### src/rtl/t1dm_pkg.sv
`timescale 1ns/1ps
package t1dm_pkg;
  localparam int CH_BITS = 8;
  // bit k = k-th transmitted bit of the sync channel
  localparam logic [CH_BITS-1:0] SYNC_FIX = 8'b0001_1101;
  localparam logic [CH_BITS-1:0] SYNC_VAR = 8'b0110_0000;
  localparam int Y_IDX = 5;
  localparam int R_IDX = 6;

  function automatic int slot_first(input int sync_ch);
    return 1 + (sync_ch - 1) * CH_BITS;
  endfunction
endpackage

### src/rtl/t1dm_frame_ctr.sv
`timescale 1ns/1ps
module t1dm_frame_ctr #(
  parameter int FRAME_BITS = 193,
  parameter int POS_W      = $clog2(FRAME_BITS)
) (
  input  logic             clk_i,
  input  logic             rst_ni,
  input  logic             bit_en_i,
  input  logic             sof_i,
  output logic [POS_W-1:0] pos_o,
  output logic             locked_o
);
  localparam logic [POS_W-1:0] LAST = POS_W'(FRAME_BITS - 1);

  logic [POS_W-1:0] pos_q;
  logic             locked_q;

  // position of the bit presented this cycle
  always_comb begin
    if (sof_i)              pos_o = '0;
    else if (pos_q == LAST) pos_o = '0;
    else                    pos_o = pos_q + 1'b1;
  end
  assign locked_o = locked_q | sof_i;

  always_ff @(posedge clk_i or negedge rst_ni) begin
    if (!rst_ni) begin
      pos_q    <= LAST;
      locked_q <= 1'b0;
    end else if (bit_en_i) begin
      pos_q    <= pos_o;
      locked_q <= locked_o;
    end
  end

  p_pos_range_r2: assert property (@(posedge clk_i) disable iff (!rst_ni)
    pos_q <= LAST);
  p_sof_zero_r2: assert property (@(posedge clk_i) disable iff (!rst_ni)
    (bit_en_i && sof_i) |=> (pos_q == '0));
  p_idle_hold_r9: assert property (@(posedge clk_i) disable iff (!rst_ni)
    !bit_en_i |=> $stable(pos_q));
endmodule

### src/rtl/t1dm_slot_dec.sv
`timescale 1ns/1ps
module t1dm_slot_dec
  import t1dm_pkg::*;
#(
  parameter int POS_W      = 8,
  parameter int SLOT_FIRST = 185
) (
  input  logic [POS_W-1:0]   pos_i,
  output logic [CH_BITS-1:0] hit_o
);
  for (genvar g = 0; g < CH_BITS; g++) begin : g_hit
    localparam logic [POS_W-1:0] P = POS_W'(SLOT_FIRST + g);
    assign hit_o[g] = (pos_i == P);
  end
endmodule

### src/rtl/t1dm_tx_insert.sv
`timescale 1ns/1ps
module t1dm_tx_insert
  import t1dm_pkg::*;
(
  input  logic               clk_i,
  input  logic               rst_ni,
  input  logic               bit_en_i,
  input  logic               mode_en_i,
  input  logic               locked_i,
  input  logic [CH_BITS-1:0] hit_i,
  input  logic               bit_i,
  input  logic               yel_i,
  input  logic               rdl_i,
  output logic               bit_o
);
  logic [CH_BITS-1:0] slot_bits;
  logic               ins, ins_bit;

  for (genvar g = 0; g < CH_BITS; g++) begin : g_pat
    if (g == Y_IDX)      begin : g_y assign slot_bits[g] = yel_i;       end
    else if (g == R_IDX) begin : g_r assign slot_bits[g] = rdl_i;       end
    else                 begin : g_f assign slot_bits[g] = SYNC_FIX[g]; end
  end

  assign ins     = mode_en_i & locked_i & (|hit_i);
  assign ins_bit = |(hit_i & slot_bits);

  always_ff @(posedge clk_i or negedge rst_ni) begin
    if (!rst_ni)       bit_o <= 1'b0;
    else if (bit_en_i) bit_o <= ins ? ins_bit : bit_i;
  end

  p_tx_hold_r9: assert property (@(posedge clk_i) disable iff (!rst_ni)
    !bit_en_i |=> $stable(bit_o));
  p_tx_sync_first_r3: assert property (@(posedge clk_i) disable iff (!rst_ni)
    (bit_en_i && mode_en_i && locked_i && hit_i[0]) |=> bit_o);
endmodule

### src/rtl/t1dm_rx_check.sv
`timescale 1ns/1ps
module t1dm_rx_check
  import t1dm_pkg::*;
(
  input  logic               clk_i,
  input  logic               rst_ni,
  input  logic               bit_en_i,
  input  logic               mode_en_i,
  input  logic               locked_i,
  input  logic [CH_BITS-1:0] hit_i,
  input  logic               bit_i,
  output logic               match_o,
  output logic               yel_o,
  output logic               rdl_o,
  output logic               valid_o
);
  logic act, fixed_pos, exp_bit, mis, err_n;
  logic err_q, y_q, r_q;

  assign act       = bit_en_i & mode_en_i & locked_i;
  assign fixed_pos = |(hit_i & ~SYNC_VAR);
  assign exp_bit   = |(hit_i & SYNC_FIX);
  assign mis       = fixed_pos & (bit_i ^ exp_bit);
  assign err_n     = hit_i[0] ? mis : (err_q | mis);

  always_ff @(posedge clk_i or negedge rst_ni) begin
    if (!rst_ni) begin
      err_q   <= 1'b0;
      y_q     <= 1'b0;
      r_q     <= 1'b0;
      match_o <= 1'b0;
      yel_o   <= 1'b0;
      rdl_o   <= 1'b0;
      valid_o <= 1'b0;
    end else begin
      valid_o <= 1'b0;
      if (act && (|hit_i)) begin
        err_q <= err_n;
        if (hit_i[Y_IDX]) y_q <= bit_i;
        if (hit_i[R_IDX]) r_q <= bit_i;
        if (hit_i[CH_BITS-1]) begin
          match_o <= ~err_n;
          yel_o   <= y_q;
          rdl_o   <= r_q;
          valid_o <= 1'b1;
        end
      end
    end
  end

  p_valid_pulse_r7: assert property (@(posedge clk_i) disable iff (!rst_ni)
    valid_o |=> !valid_o);
  p_hold_r8: assert property (@(posedge clk_i) disable iff (!rst_ni)
    !valid_o |-> $stable({match_o, yel_o, rdl_o}));
  p_no_update_off_r8: assert property (@(posedge clk_i) disable iff (!rst_ni)
    !mode_en_i |=> !valid_o);
endmodule

### src/rtl/t1dm_sync_byte.sv
`timescale 1ns/1ps
module t1dm_sync_byte
  import t1dm_pkg::*;
#(
  parameter int N_CH    = 24,
  parameter int SYNC_CH = 24
) (
  input  logic clk_i,
  input  logic rst_ni,
  input  logic bit_en_i,
  input  logic mode_en_i,
  input  logic tx_sof_i,
  input  logic tx_bit_i,
  input  logic yel_i,
  input  logic rdl_i,
  output logic tx_bit_o,
  input  logic rx_sof_i,
  input  logic rx_bit_i,
  output logic rx_match_o,
  output logic rx_yel_o,
  output logic rx_rdl_o,
  output logic rx_valid_o
);
  localparam int FRAME_BITS = 1 + N_CH * CH_BITS;
  localparam int POS_W      = $clog2(FRAME_BITS);
  localparam int SLOT_FIRST = slot_first(SYNC_CH);

  logic [POS_W-1:0]   tx_pos, rx_pos;
  logic               tx_lock, rx_lock;
  logic [CH_BITS-1:0] tx_hit, rx_hit;

  t1dm_frame_ctr #(.FRAME_BITS(FRAME_BITS), .POS_W(POS_W)) u_tx_ctr (
    .clk_i, .rst_ni, .bit_en_i, .sof_i(tx_sof_i),
    .pos_o(tx_pos), .locked_o(tx_lock));

  t1dm_frame_ctr #(.FRAME_BITS(FRAME_BITS), .POS_W(POS_W)) u_rx_ctr (
    .clk_i, .rst_ni, .bit_en_i, .sof_i(rx_sof_i),
    .pos_o(rx_pos), .locked_o(rx_lock));

  t1dm_slot_dec #(.POS_W(POS_W), .SLOT_FIRST(SLOT_FIRST)) u_tx_dec (
    .pos_i(tx_pos), .hit_o(tx_hit));

  t1dm_slot_dec #(.POS_W(POS_W), .SLOT_FIRST(SLOT_FIRST)) u_rx_dec (
    .pos_i(rx_pos), .hit_o(rx_hit));

  t1dm_tx_insert u_tx (
    .clk_i, .rst_ni, .bit_en_i, .mode_en_i, .locked_i(tx_lock),
    .hit_i(tx_hit), .bit_i(tx_bit_i), .yel_i, .rdl_i, .bit_o(tx_bit_o));

  t1dm_rx_check u_rx (
    .clk_i, .rst_ni, .bit_en_i, .mode_en_i, .locked_i(rx_lock),
    .hit_i(rx_hit), .bit_i(rx_bit_i), .match_o(rx_match_o),
    .yel_o(rx_yel_o), .rdl_o(rx_rdl_o), .valid_o(rx_valid_o));

  p_fbit_pass_r4: assert property (@(posedge clk_i) disable iff (!rst_ni)
    (bit_en_i && tx_sof_i) |=> (tx_bit_o == $past(tx_bit_i)));
  p_pass_off_r5: assert property (@(posedge clk_i) disable iff (!rst_ni)
    (bit_en_i && !mode_en_i) |=> (tx_bit_o == $past(tx_bit_i)));
  p_hit_onehot_r3: assert property (@(posedge clk_i) disable iff (!rst_ni)
    $onehot0(tx_hit) && $onehot0(rx_hit));
endmodule

### config.mk
export PLATFORM = sky130hd
export DESIGN_NAME = t1dm_sync_byte
export DESIGN_NICKNAME = d
export VERILOG_FILES = /design/src/rtl/t1dm_pkg.sv /design/src/rtl/t1dm_frame_ctr.sv /design/src/rtl/t1dm_slot_dec.sv /design/src/rtl/t1dm_tx_insert.sv /design/src/rtl/t1dm_rx_check.sv /design/src/rtl/t1dm_sync_byte.sv
export SDC_FILE = /design/constraint.sdc
export NUM_CORES = 1
export LEC_CHECK = 0
export ABC_AREA = 0
export CAP_MARGIN = 5
export CORE_MARGIN = 2
export CORE_UTILIZATION = 42
export DETAILED_ROUTE_END_ITERATION = 10
export GPL_ROUTABILITY_DRIVEN = 0
export SLEW_MARGIN = 30
export SYNTH_ARGS = -nofsm -noshare
export SYNTH_HDL_FRONTEND = slang
export SYNTH_SLANG_ARGS = --single-unit
export TNS_END_PERCENT = 30
### constraint.sdc
create_clock -name clk_i -period 7 [get_ports clk_i]
set_input_delay 1.4 -clock clk_i [delete_from_list [all_inputs] [get_ports clk_i]]
set_output_delay 1.4 -clock clk_i [all_outputs]
set_load 0.01 [all_outputs]
# Word level (Yosys, flattened, before mapping)
# Index checks and enable logic that the tools add are counted.
[totals]
ff_bits = 26
output_inout_bits = 5
elab_cells = 60
input_bits = 10
[classes]
n_reduce_logical = 9
n_addsub = 2
eq_ne = 18
mux = 8
bitwise = 11
[ops]
columns = ["op", "count"]
rows = [
  ["$eq 8x8->1 const B", 18],
  ["$mux 8", 4],
  ["$reduce_or 8->1", 3],
  ["$add 8x1->8 const B", 2],
  ["$and 8x7->8", 1],
  ["$reduce_and 2->1", 3],
  ["$reduce_or 6->1", 1],
  ["$and 1x1->1", 5],
  ["$mux 1", 4],
  ["$reduce_or 4->1", 1],
  ["$or 1x1->1", 3],
  ["$logic_and 1x1->1", 1],
  ["$not 1->1", 1],
  ["$xor 1x1->1", 1],
]

# Depth between registers and ports, before layout
# Gate-level depths: netlist (run 1).
[logic_depth]
depth_word = 10
mapped_depth = 8
depth_no_buf = 7

# Cells and area by module
# From an unflattened synthesis (run 1), not the netlist that was laid out.
[hier_totals]
cells_unflattened = 211
hier_area_um2 = 1854.3
[modules_own_cells]
columns = ["module", "n_inst", "seq_area_each_um2", "area_per_inst_um2", "cells_per_inst"]
rows = [
  ["t1dm_frame_ctr at u_tx_ctr", 1, 227.7, 625.6, 69],
  ["t1dm_frame_ctr at u_rx_ctr", 1, 227.7, 610.6, 69],
  ["t1dm_rx_check", 1, 175.2, 322.8, 30],
  ["t1dm_slot_dec", 2, 0.0, 100.1, 17],
  ["t1dm_tx_insert", 1, 25.0, 95.1, 9],
]

# Worst setup path after synthesis (run 1)
# OpenSTA, ideal clock, no wires.
[synth_path]
kind = "input port to flip-flop"
start = "in rx_sof_i"
end = "reg u_rx.rdl_o"
required_time_ns = 6.875
t_arrival_ns = 2.811
slack_ns = 4.064
setup_ns = 0.125
n_path_buf = 0
cell_stages = 5
path_cell_list = "or4_4 -> o31a_4 -> or2_1 -> nor2_2 -> mux2_4"
[synth_between]
elab_chain_len = 5
elab_cells_between_ends = 14
classes_between = "eq/ne: 8; mux: 1; bitwise: 2; reduce/logical: 3"
[synth_lines]
columns = ["item", "line_no", "text"]
rows = [
  ["start, declared", "t1dm_sync_byte.sv:17", "input logic rx_sof_i,"],
  ["$mux 8", "t1dm_frame_ctr.sv:20", "if (sof_i) pos_o = '0;"],
  ["$eq 8x8->1", "t1dm_slot_dec.sv:13", "assign hit_o[g] = (pos_i == P);"],
  ["$reduce_or 8->1", "t1dm_rx_check.sv:37", "if (act && (|hit_i)) begin"],
  ["$logic_and 1x1->1", "t1dm_rx_check.sv:37", ""],
  ["$reduce_and 2->1 (no line) (*)", "--", ""],
  ["end signal, assigned", "t1dm_rx_check.sv:44", "rdl_o <= r_q;"],
  ["end, declared", "t1dm_rx_check.sv:14", "output logic rdl_o,"],
]
# Every way passes the cells marked *; elsewhere a longest branch is shown, timed or not.
# A chain may end at the register's enable or synchronous reset.

# Worst setup path in the final report (run 1)
# Ends and elaborated chain as after synthesis.

==> results of run 1 <==
[registers in the layout (all words and copies together), names as in the netlist]
name,count
u_rx_ctr.pos_q,8
u_rx_ctr.locked_q,1
u_rx.yel_o,1
u_rx.err_q,1
u_tx_ctr.pos_q,8
u_rx.valid_o,1
u_rx.r_q,1
u_rx.rdl_o,1
u_tx_ctr.locked_q,1
u_tx.bit_o,1
u_rx.match_o,1
u_rx.y_q,1
[through the flow]
stage | total power [mW] | std cells
after floorplan | 0.211 | 196
after global placement | 0.228 | 247
after detailed placement | 0.229 | 247
after CTS | 0.356 | 251
after global routing | 0.373 | 251
final | 0.351 | 251
[cells in the final DEF, fill, tap and decap left out, drive strengths merged, types with 2 or more instances in the layout]
cell,n
mux2i,3
ha,4
a21o,5
o21ai,17
nand2b,2
nand4,6
mux2,7
clkdlybuf4s50,14
a21boi,2
nand2,15
a31oi,2
a22o,2
nor2,10
inv,9
nor2b,3
nor3b,3
a21oi,6
clkbuf,3
or3,3
nor3,4
nand3,8
o31a,2
and3,5
dfstp,4
dfrtp,22
or2,2
xnor2,7
o211ai,3
a41o,2
o31ai,5
[where the power goes]
| part | internal [mW] | switching, mW | total [mW] |
|---|---|---|---|
| Combinational | 0.0251 | 0.0322 | 0.0573 |
| Clock | 0.0765 | 0.0482 | 0.125 |
| Sequential | 0.156 | 0.0130 | 0.169 |
| Total | 0.258 | 0.0934 | 0.351 |
[area by class of cell]
type	instances	area, um^2
Fill cell	367	2040
Multi-Input combinational cell	147	1040
Sequential cell	26	656
Timing Repair Buffer	15	148
Tap cell	50	62.6
Clock buffer	3	41.3
Inverter	9	33.8
Clock inverter	1	30.0
[logic make-up after synthesis]
kind of cell / count (synthesis) / share of synthesized area
AOI/OAI and AO/OA: 58 / 0.228
DFF: 26 / 0.363
xor gates and xnor gates: 8 / 0.0388
buffers and inverters: 23 / 0.0589
muxes: 10 / 0.0644
adders and majority gates: 4 / 0.0277
and+or+nand+nor: 67 / 0.220
[worst register-to-register path: stages, from the launching register on]
cell	delay, ns
dfrtp_1	0.53
ha_1	0.39
xnor2_1	0.50
mux2_2	0.41
o41a_1	0.31
o211ai_1	0.13
mux2_2	0.19
[routing by layer]
metal  global-route usage  vias to the layer above
met5                    0                        -
met4               0.0501                        0
met3               0.0233                        2
met2                0.301                       25
met1                0.216                      766
li1                     -                      742
[path summary, 6_finish.rpt]
kind | depth (start not counted) | endpoint | from
setup / recovery | 6 | u_rx.rdl_o | rx_sof_i
hold / removal | 1 | u_rx_ctr.locked_q | u_rx_ctr.locked_q
setup reg to reg | 6 | u_rx.err_q | u_rx_ctr.pos_q[0]
hold reg to reg | 1 | u_rx_ctr.locked_q | u_rx_ctr.locked_q
max in group asynchronous | 2 | u_tx_ctr.pos_q[6] | rst_ni
min in group asynchronous | 2 | u_tx_ctr.pos_q[1] | rst_ni
==> results_dict.tcl, run 1 <==
set metrics [dict create \
    portBuffers 14 \
    finalSetupViolations 0 \
    postPlaceCellArea_um2 1940 \
    synthTopCellsByCount "22 x dfrtp_1, 16 x o21ai_0, 15 x nand2_1, 9 x inv_1, 9 x nor2_1" \
    clk_pin_slew_ns 0.10 \
    antenna_found_initial 0 \
    cts-htree-levels 1 \
    r2r_setup_slack_ns 4.49 \
    slew_viol_final 0 \
    crit_type "in2reg" \
    status "completed" \
    finalNetCount 216 \
    grt_max_degree 27 \
    crit_buf_inv 1 \
    synth_enable_flop_cells 0 \
    ctsResizeCount 0 \
    clock_skew_ns 0.0134 \
    leakagePower_nw 0.785 \
    grt_pass1_vias 1489 \
    first_pass_iters 4 \
    cts_buffer_depth 2 \
    crit_path_max_incr_delay_ns 0.59 \
    met1_length_um 1820 \
    clock.fmax_ghz 0.305 \
    drt_iter0_drc 110 \
    synth.top_cell.area_share 0.305 \
    power.density_nw_per_um2 174 \
    final.min_clock_period_ns 3.27 \
    end_kind "flop" \
    holdBufCountCts 0 \
    fin_util 0.497 \
    dp_hpwl_um 2920 \
    chipWidth_um 69.6 \
    die-area_um2 4840 \
    dieHeight_um 69.6 \
    start_kind "input port" \
    grt_pass1_wl_um 6830 \
    post_route_cells_drive_above_1_share 0.114 \
    rows 23 \
    place_ws_ns 3.43 \
    yosysWarnings 0 \
    synth_top_area_cell "dfrtp_1" \
    start_util 0.445 \
    slowest_stage "or4_4" \
    maxCapViolCount 0 \
    clock_latency_ns 0.27 \
    drc 0 \
    syn-num-nets 210 \
    ys_seq_area_frac 0.363 \
    design_area_um2 2020 \
    routed_via_density 6.12 \
    finalWirelength_um 3910 \
    post-cts-setup-buffers 0 \
    synth-seq-cells 26 \
    finalHoldViolCount 0 \
    syn_area_um2 1810 \
    routed.top_layer "met4" \
    core_area_um2 4060 \
    final.period_utilization 0.468 \
    hp-class "reg2reg" \
    wl_met3_um 77 \
    vias 1535 \
    crit_arrival_ns 3.44 \
    setup_tns_ns 0 \
    worstPathRequired_ns 7.17 \
    synth_ff_type "dfrtp_1" \
    cts.sinks 26 \
    numCtsBuffers 3 \
    whs_ns 0.469 \
    gr-total-overflow 0 \
    grt.total_usage 0.171 \
    n_antenna_cell 0 \
    async_reset_ff_frac 1.00 \
    ys_types 59 \
    ir_drop_v 0.0000949 \
    max-slew-margin-rel 0.563 \
    crit_chain "clkdlybuf4s50_1 -> or4_4 -> o31a_4 -> or2_1 -> nor2_2 -> mux2_4" \
    path_max_fanout 7 \
    cp_top_family "simple AND/OR/NAND/NOR gates" \
    clockRootBuffer "clkbuf_8" \
    synth_most_common_cell "dfrtp_1" \
    timing.final.ws_setup_ns 3.73 \
    syn_inst 196 \
    cts_tree "built" \
    syn2layout_area_growth_pct 11.6 \
    wl_met2_um 2000 \
    avgRoutedWirePerCell_um 15.6 \
    syn_area_per_cell_um2 9.22 \
    final_antenna_net_count 0 \
    rsz0062_at_grt "no" \
    synth_top_cells_by_area "dfrtp_1 30%, dfstp_2 5.8%, o21ai_0 4.4%" \
    tightest_slew_ns 0.653 \
    io_pins 15 \
]
No activity file was read; power rests on OpenSTA's default activity.
==> inputs of run 2 (changes only) <==
==> constraint.sdc (replaced) <==
create_clock -name clk_i -period 2.84 [get_ports clk_i]
set_input_delay 0.568 -clock clk_i [delete_from_list [all_inputs] [get_ports clk_i]]
set_output_delay 0.568 -clock clk_i [all_outputs]
set_load 0.01 [all_outputs]
==> run 2 against run 1 <==
- wire length grew 0.69%
- flip-flop and latch count is the same
- register-to-register slack lost 4.1 ns
- sequential power grew 150%
- via count shrank 0.20%
- non-clock buffer count grew 2
- combinational power grew to 2.5 times the previous value
- first-iteration DRC count shrank 19%
- worst hold slack lost 0.0048 ns
- sequential share of layout area shrank 0.24 points
- count of clock-buffer cells in the layout is the same
- setup slack lost 3.3 ns
- largest cell class unchanged
==> results_dict.tcl, run 2 (same netlist as run 1, synthesis figures left out) <==
set metrics [dict create \
    crit_start "u_rx_ctr.pos_q[0]" \
    regArea_um2 656 \
    rows 23 \
    n_antenna_cell 0 \
    crit-reg2reg-launch "u_rx_ctr.pos_q[0]" \
    clock_latency_ns 0.28 \
    cts.sinks 26 \
    path_max_fanout 11 \
    place_ws_ns 0.235 \
    first_pass_iters 4 \
    grt.total_usage 0.172 \
    final_antenna_net_count 0 \
    power_mw 0.874 \
    hp-class "reg2reg" \
    max-slew-margin-rel 0.627 \
    antenna_found_initial 0 \
    io_pins 15 \
    layout_commonest_cell "dfrtp_1" \
    fillers 369 \
    slowest_stage "dfrtp_1" \
    chipWidth_um 69.6 \
    rr_worst_depth 6 \
    post-cts-setup-buffers 0 \
    numCtsBuffers 3 \
    setup_tns_ns 0 \
    stdcell_count 253 \
    worstPathRequired_ns 3.01 \
    routed_via_density 6.06 \
    design_area_um2 2030 \
    maxCapViolCount 0 \
    cts_tree "built" \
    vias 1532 \
    cp-endpoint "u_rx.err_q" \
    tightest_slew_ns 0.555 \
    grt_max_degree 27 \
    dieHeight_um 69.6 \
    cts_buffer_depth 2 \
    gr-total-overflow 0 \
    clock.fmax_ghz 0.406 \
    die-area_um2 4840 \
    placedCellCount 249 \
    r2r_setup_slack_ns 0.38 \
    clock_skew_ns 0.00847 \
    end_kind "flop" \
    crit_type "reg2reg" \
    finalWirelength_um 3940 \
    ir_drop_v 0.000224 \
    power.density_nw_per_um2 430 \
    clk_pin_slew_ns 0.10 \
    start_kind "flop" \
    crit_chain "ha_1 -> xnor2_1 -> mux2_2 -> o211ai_1 -> o211ai_1 -> mux2_2" \
    grt_pass1_wl_um 6860 \
    multiInputGateArea_um2 1040 \
    crit_path_max_incr_delay_ns 0.54 \
    portBuffers 14 \
    rsz0062_at_grt "no" \
    final.min_clock_period_ns 2.46 \
    start_util 0.445 \
    core_area_um2 4060 \
    top_regs "u_rx_ctr.pos_q (8), u_tx_ctr.pos_q (8)" \
    drt_iter0_drc 89 \
    finalSetupViolations 0 \
    status "completed" \
    post_route_cells_drive_above_1_share 0.123 \
    cts-htree-levels 1 \
    avgRoutedWirePerCell_um 15.6 \
    timing.final.ws_setup_ns 0.376 \
    r2r-end "u_rx.err_q" \
    slew_viol_final 0 \
    crit_arrival_ns 2.64 \
    finalNetCount 218 \
    leakagePower_nw 0.794 \
    most-common-layout-cells "22 x dfrtp_1, 16 x o21ai_0, 15 x nand2_1" \
    grt_pass1_vias 1454 \
    postPlaceCellArea_um2 1960 \
    clockRootBuffer "clkbuf_8" \
    drc 0 \
    finalHoldViolCount 0 \
    final.period_utilization 0.868 \
    syn2layout_area_growth_pct 12.4 \
    ctsResizeCount 0 \
    holdBufCountCts 0 \
    dp_hpwl_um 2840 \
]
run 2: cell count changes in the layout (fill, tap and decap cells not counted), sizes merged:
| cell | delta |
|---|---|
| buf | +2 |
run 2: critical path, delay by kind of cell, from the launching register on:
kind                       cells  cell delay [ns]
AOI/OAI and AO/OA              2             0.28
muxes                          2             0.69
DFF                            1             0.54
xor gates and xnor gates       1             0.46
adders and majority gates      1             0.38
run 2: metrics by stage:
stage	utilization	hold slack [ns]
after floorplan	-	0.272
final	0.500	0.464
after global routing	0.500	0.501
after CTS	0.500	0.470
after detailed placement	0.483	0.449
after global placement	0.483	0.442
run 2: how the worst min path moves through the flow:
stage,endpoint,cells after the start,slack [ns],startpoint
2_1_floorplan,u_rx.err_q,0,0.27,rst_ni
3_3_place_gp,u_tx_ctr.locked_q,1,0.44,u_tx_ctr.locked_q
3_5_place_dp,u_rx_ctr.locked_q,1,0.45,u_rx_ctr.locked_q
4_1_cts,u_rx_ctr.locked_q,1,0.47,u_rx_ctr.locked_q
5_1_grt,u_rx_ctr.locked_q,1,0.50,u_rx_ctr.locked_q
6_report,u_rx_ctr.locked_q,1,0.46,u_rx_ctr.locked_q
run 2: report_power, final:
part / internal, mW / switching [mW]
registers: 0.386 / 0.0327
clock network: 0.189 / 0.123
logic: 0.0635 / 0.0801
total: 0.638 / 0.236
run 2: routing by layer:
layer	track usage	share of wire	wire length, um
met3	0.0334	0.030	119
met2	0.315	0.51	2030
met5	0	0	0
met4	0.0436	0.013	50
met1	0.205	0.44	1740
run 2: area by class of cell:
cell class	instances	share of cell area
multi-input combinational	147	0.514
sequential	26	0.323
timing repair buffer	17	0.0801
tap	50	0.0308
clock buffer	3	0.0203
inverter	9	0.0166
clock inverter	1	0.0148
==> inputs of run 3 (changes only) <==
--- a/config.mk
+++ b/config.mk
@@ -11,6 +11,7 @@
 export CORE_UTILIZATION = 42
 export DETAILED_ROUTE_END_ITERATION = 10
 export GPL_ROUTABILITY_DRIVEN = 0
+export PLACE_DENSITY = 0.69
 export SLEW_MARGIN = 30
 export SYNTH_ARGS = -nofsm -noshare
 export SYNTH_HDL_FRONTEND = slang
==> run 3 against run 2 <==
- largest power group unchanged
- wire length down 4.5%
- worst hold slack better by 0.0042 ns
- critical path type unchanged
- critical path depth unchanged
- count of clock-buffer cells in the layout unchanged
- sequential share of layout area down 0.24 points
- design area up 0.74%
- core utilization up 0.37 points
- global-route usage down 0.46 points
- clock skew down 0.0051 ns
- first-iteration DRC count up 51%
==> results_dict.tcl, run 3 (same netlist as run 1, synthesis figures left out) <==
set metrics [dict create \
    tightest_slew_ns 0.613 \
    power_mw 0.866 \
    r2r_setup_slack_ns 0.41 \
    dp_hpwl_um 2770 \
    end_kind "flop" \
    clockRootBuffer "clkbuf_8" \
    start_util 0.445 \
    crit_arrival_ns 2.59 \
    final.min_clock_period_ns 2.43 \
    n_antenna_cell 0 \
    slew_viol_final 0 \
    crit_type "reg2reg" \
    leakagePower_nw 0.804 \
    clock_latency_ns 0.27 \
    layout_commonest_cell "dfrtp_1" \
    rows 23 \
    finalWirelength_um 3760 \
    finalSetupViolations 0 \
    clock_skew_ns 0.00335 \
    first_pass_iters 5 \
    setup_tns_ns 0 \
    crit_chain "ha_1 -> xnor2_1 -> mux2_2 -> o211ai_1 -> o211ai_1 -> mux2_2" \
    design_area_um2 2050 \
    grt_pass1_vias 1434 \
    syn2layout_area_growth_pct 13.2 \
    die-area_um2 4840 \
    ir_drop_v 0.000312 \
    power.density_nw_per_um2 423 \
    slowest_stage "xnor2_1" \
    crit_path_max_incr_delay_ns 0.50 \
    gr-total-overflow 0 \
    avgRoutedWirePerCell_um 14.8 \
    vias 1498 \
    holdBufCountCts 0 \
    stdcell_count 255 \
    max-slew-margin-rel 0.589 \
    routed_via_density 5.87 \
    fillers 387 \
    numCtsBuffers 3 \
    finalNetCount 220 \
    cts_buffer_depth 2 \
    cts-htree-levels 1 \
    final_antenna_net_count 0 \
    rsz0062_at_grt "no" \
    top_regs "u_rx_ctr.pos_q (8), u_tx_ctr.pos_q (8)" \
    hp-class "reg2reg" \
    drt_iter0_drc 134 \
    finalHoldViolCount 0 \
    drc 0 \
    grt_pass1_wl_um 6770 \
    post-cts-setup-buffers 0 \
    dieHeight_um 69.6 \
    status "completed" \
    clock.fmax_ghz 0.411 \
    start_kind "flop" \
    cp_top_family "multiplexers" \
    core_area_um2 4060 \
    clk_pin_slew_ns 0.09 \
    most-common-layout-cells "22 x dfrtp_1, 16 x o21ai_0, 15 x nand2_1" \
    final.period_utilization 0.856 \
    post_route_cells_drive_above_1_share 0.132 \
    antenna_found_initial 0 \
    worstPathRequired_ns 3.00 \
    portBuffers 14 \
    postPlaceCellArea_um2 1970 \
    grt.total_usage 0.168 \
    io_pins 15 \
    cts_tree "built" \
    placedCellCount 251 \
    path_max_fanout 8 \
    ctsResizeCount 0 \
    cts.sinks 26 \
    grt_max_degree 27 \
    chipWidth_um 69.6 \
    maxCapViolCount 0 \
    crit_buf_inv 0 \
]
[run 3: stage by stage]
step	hold WS (ns)	util	setup WS [ns]
global placement	0.437	0.487	0.261
detailed placement	0.445	0.487	0.220
finish	0.468	0.504	0.408
global route	0.475	0.504	0.270
CTS	0.466	0.504	0.414
floorplan	0.272	-	0.641
[run 3: routing by layer]
layer  vias to the layer above  wire (um)  GRT usage
li1                        746          -          -
met1                       722       1930      0.259
met5                         -          0          0
met2                        28       1670      0.245
met3                         2        135     0.0262
met4                         0         26     0.0392
[run 3: final timing paths]
check	endpoint	from	cells past startpoint
min reg2reg	u_tx_ctr.locked_q	u_tx_ctr.locked_q	1
max in group asynchronous	u_rx_ctr.pos_q[6]	rst_ni	2
min in group asynchronous	u_rx_ctr.pos_q[1]	rst_ni	2
max	u_rx.err_q	u_rx_ctr.pos_q[0]	6
min	u_tx_ctr.locked_q	u_tx_ctr.locked_q	1
max reg2reg	u_rx.err_q	u_rx_ctr.pos_q[0]	6
[run 3: power breakdown]
group | internal (mW) | switching (mW) | total [mW]
sequential | 0.386 | 0.0290 | 0.415
clock | 0.188 | 0.114 | 0.302
combinational | 0.0664 | 0.0825 | 0.149
[run 3: cell type report]
| class | count | area (um^2) | area share |
|---|---|---|---|
| multi-input cells | 147 | 1040 | 0.511 |
| flip-flops and latches | 26 | 656 | 0.320 |
| repair buffers | 19 | 178 | 0.0869 |
| well taps | 50 | 62.6 | 0.0306 |
| clock buffers | 3 | 41.3 | 0.0202 |
| inverters | 9 | 33.8 | 0.0165 |
| clock inverters | 1 | 30.0 | 0.0147 |
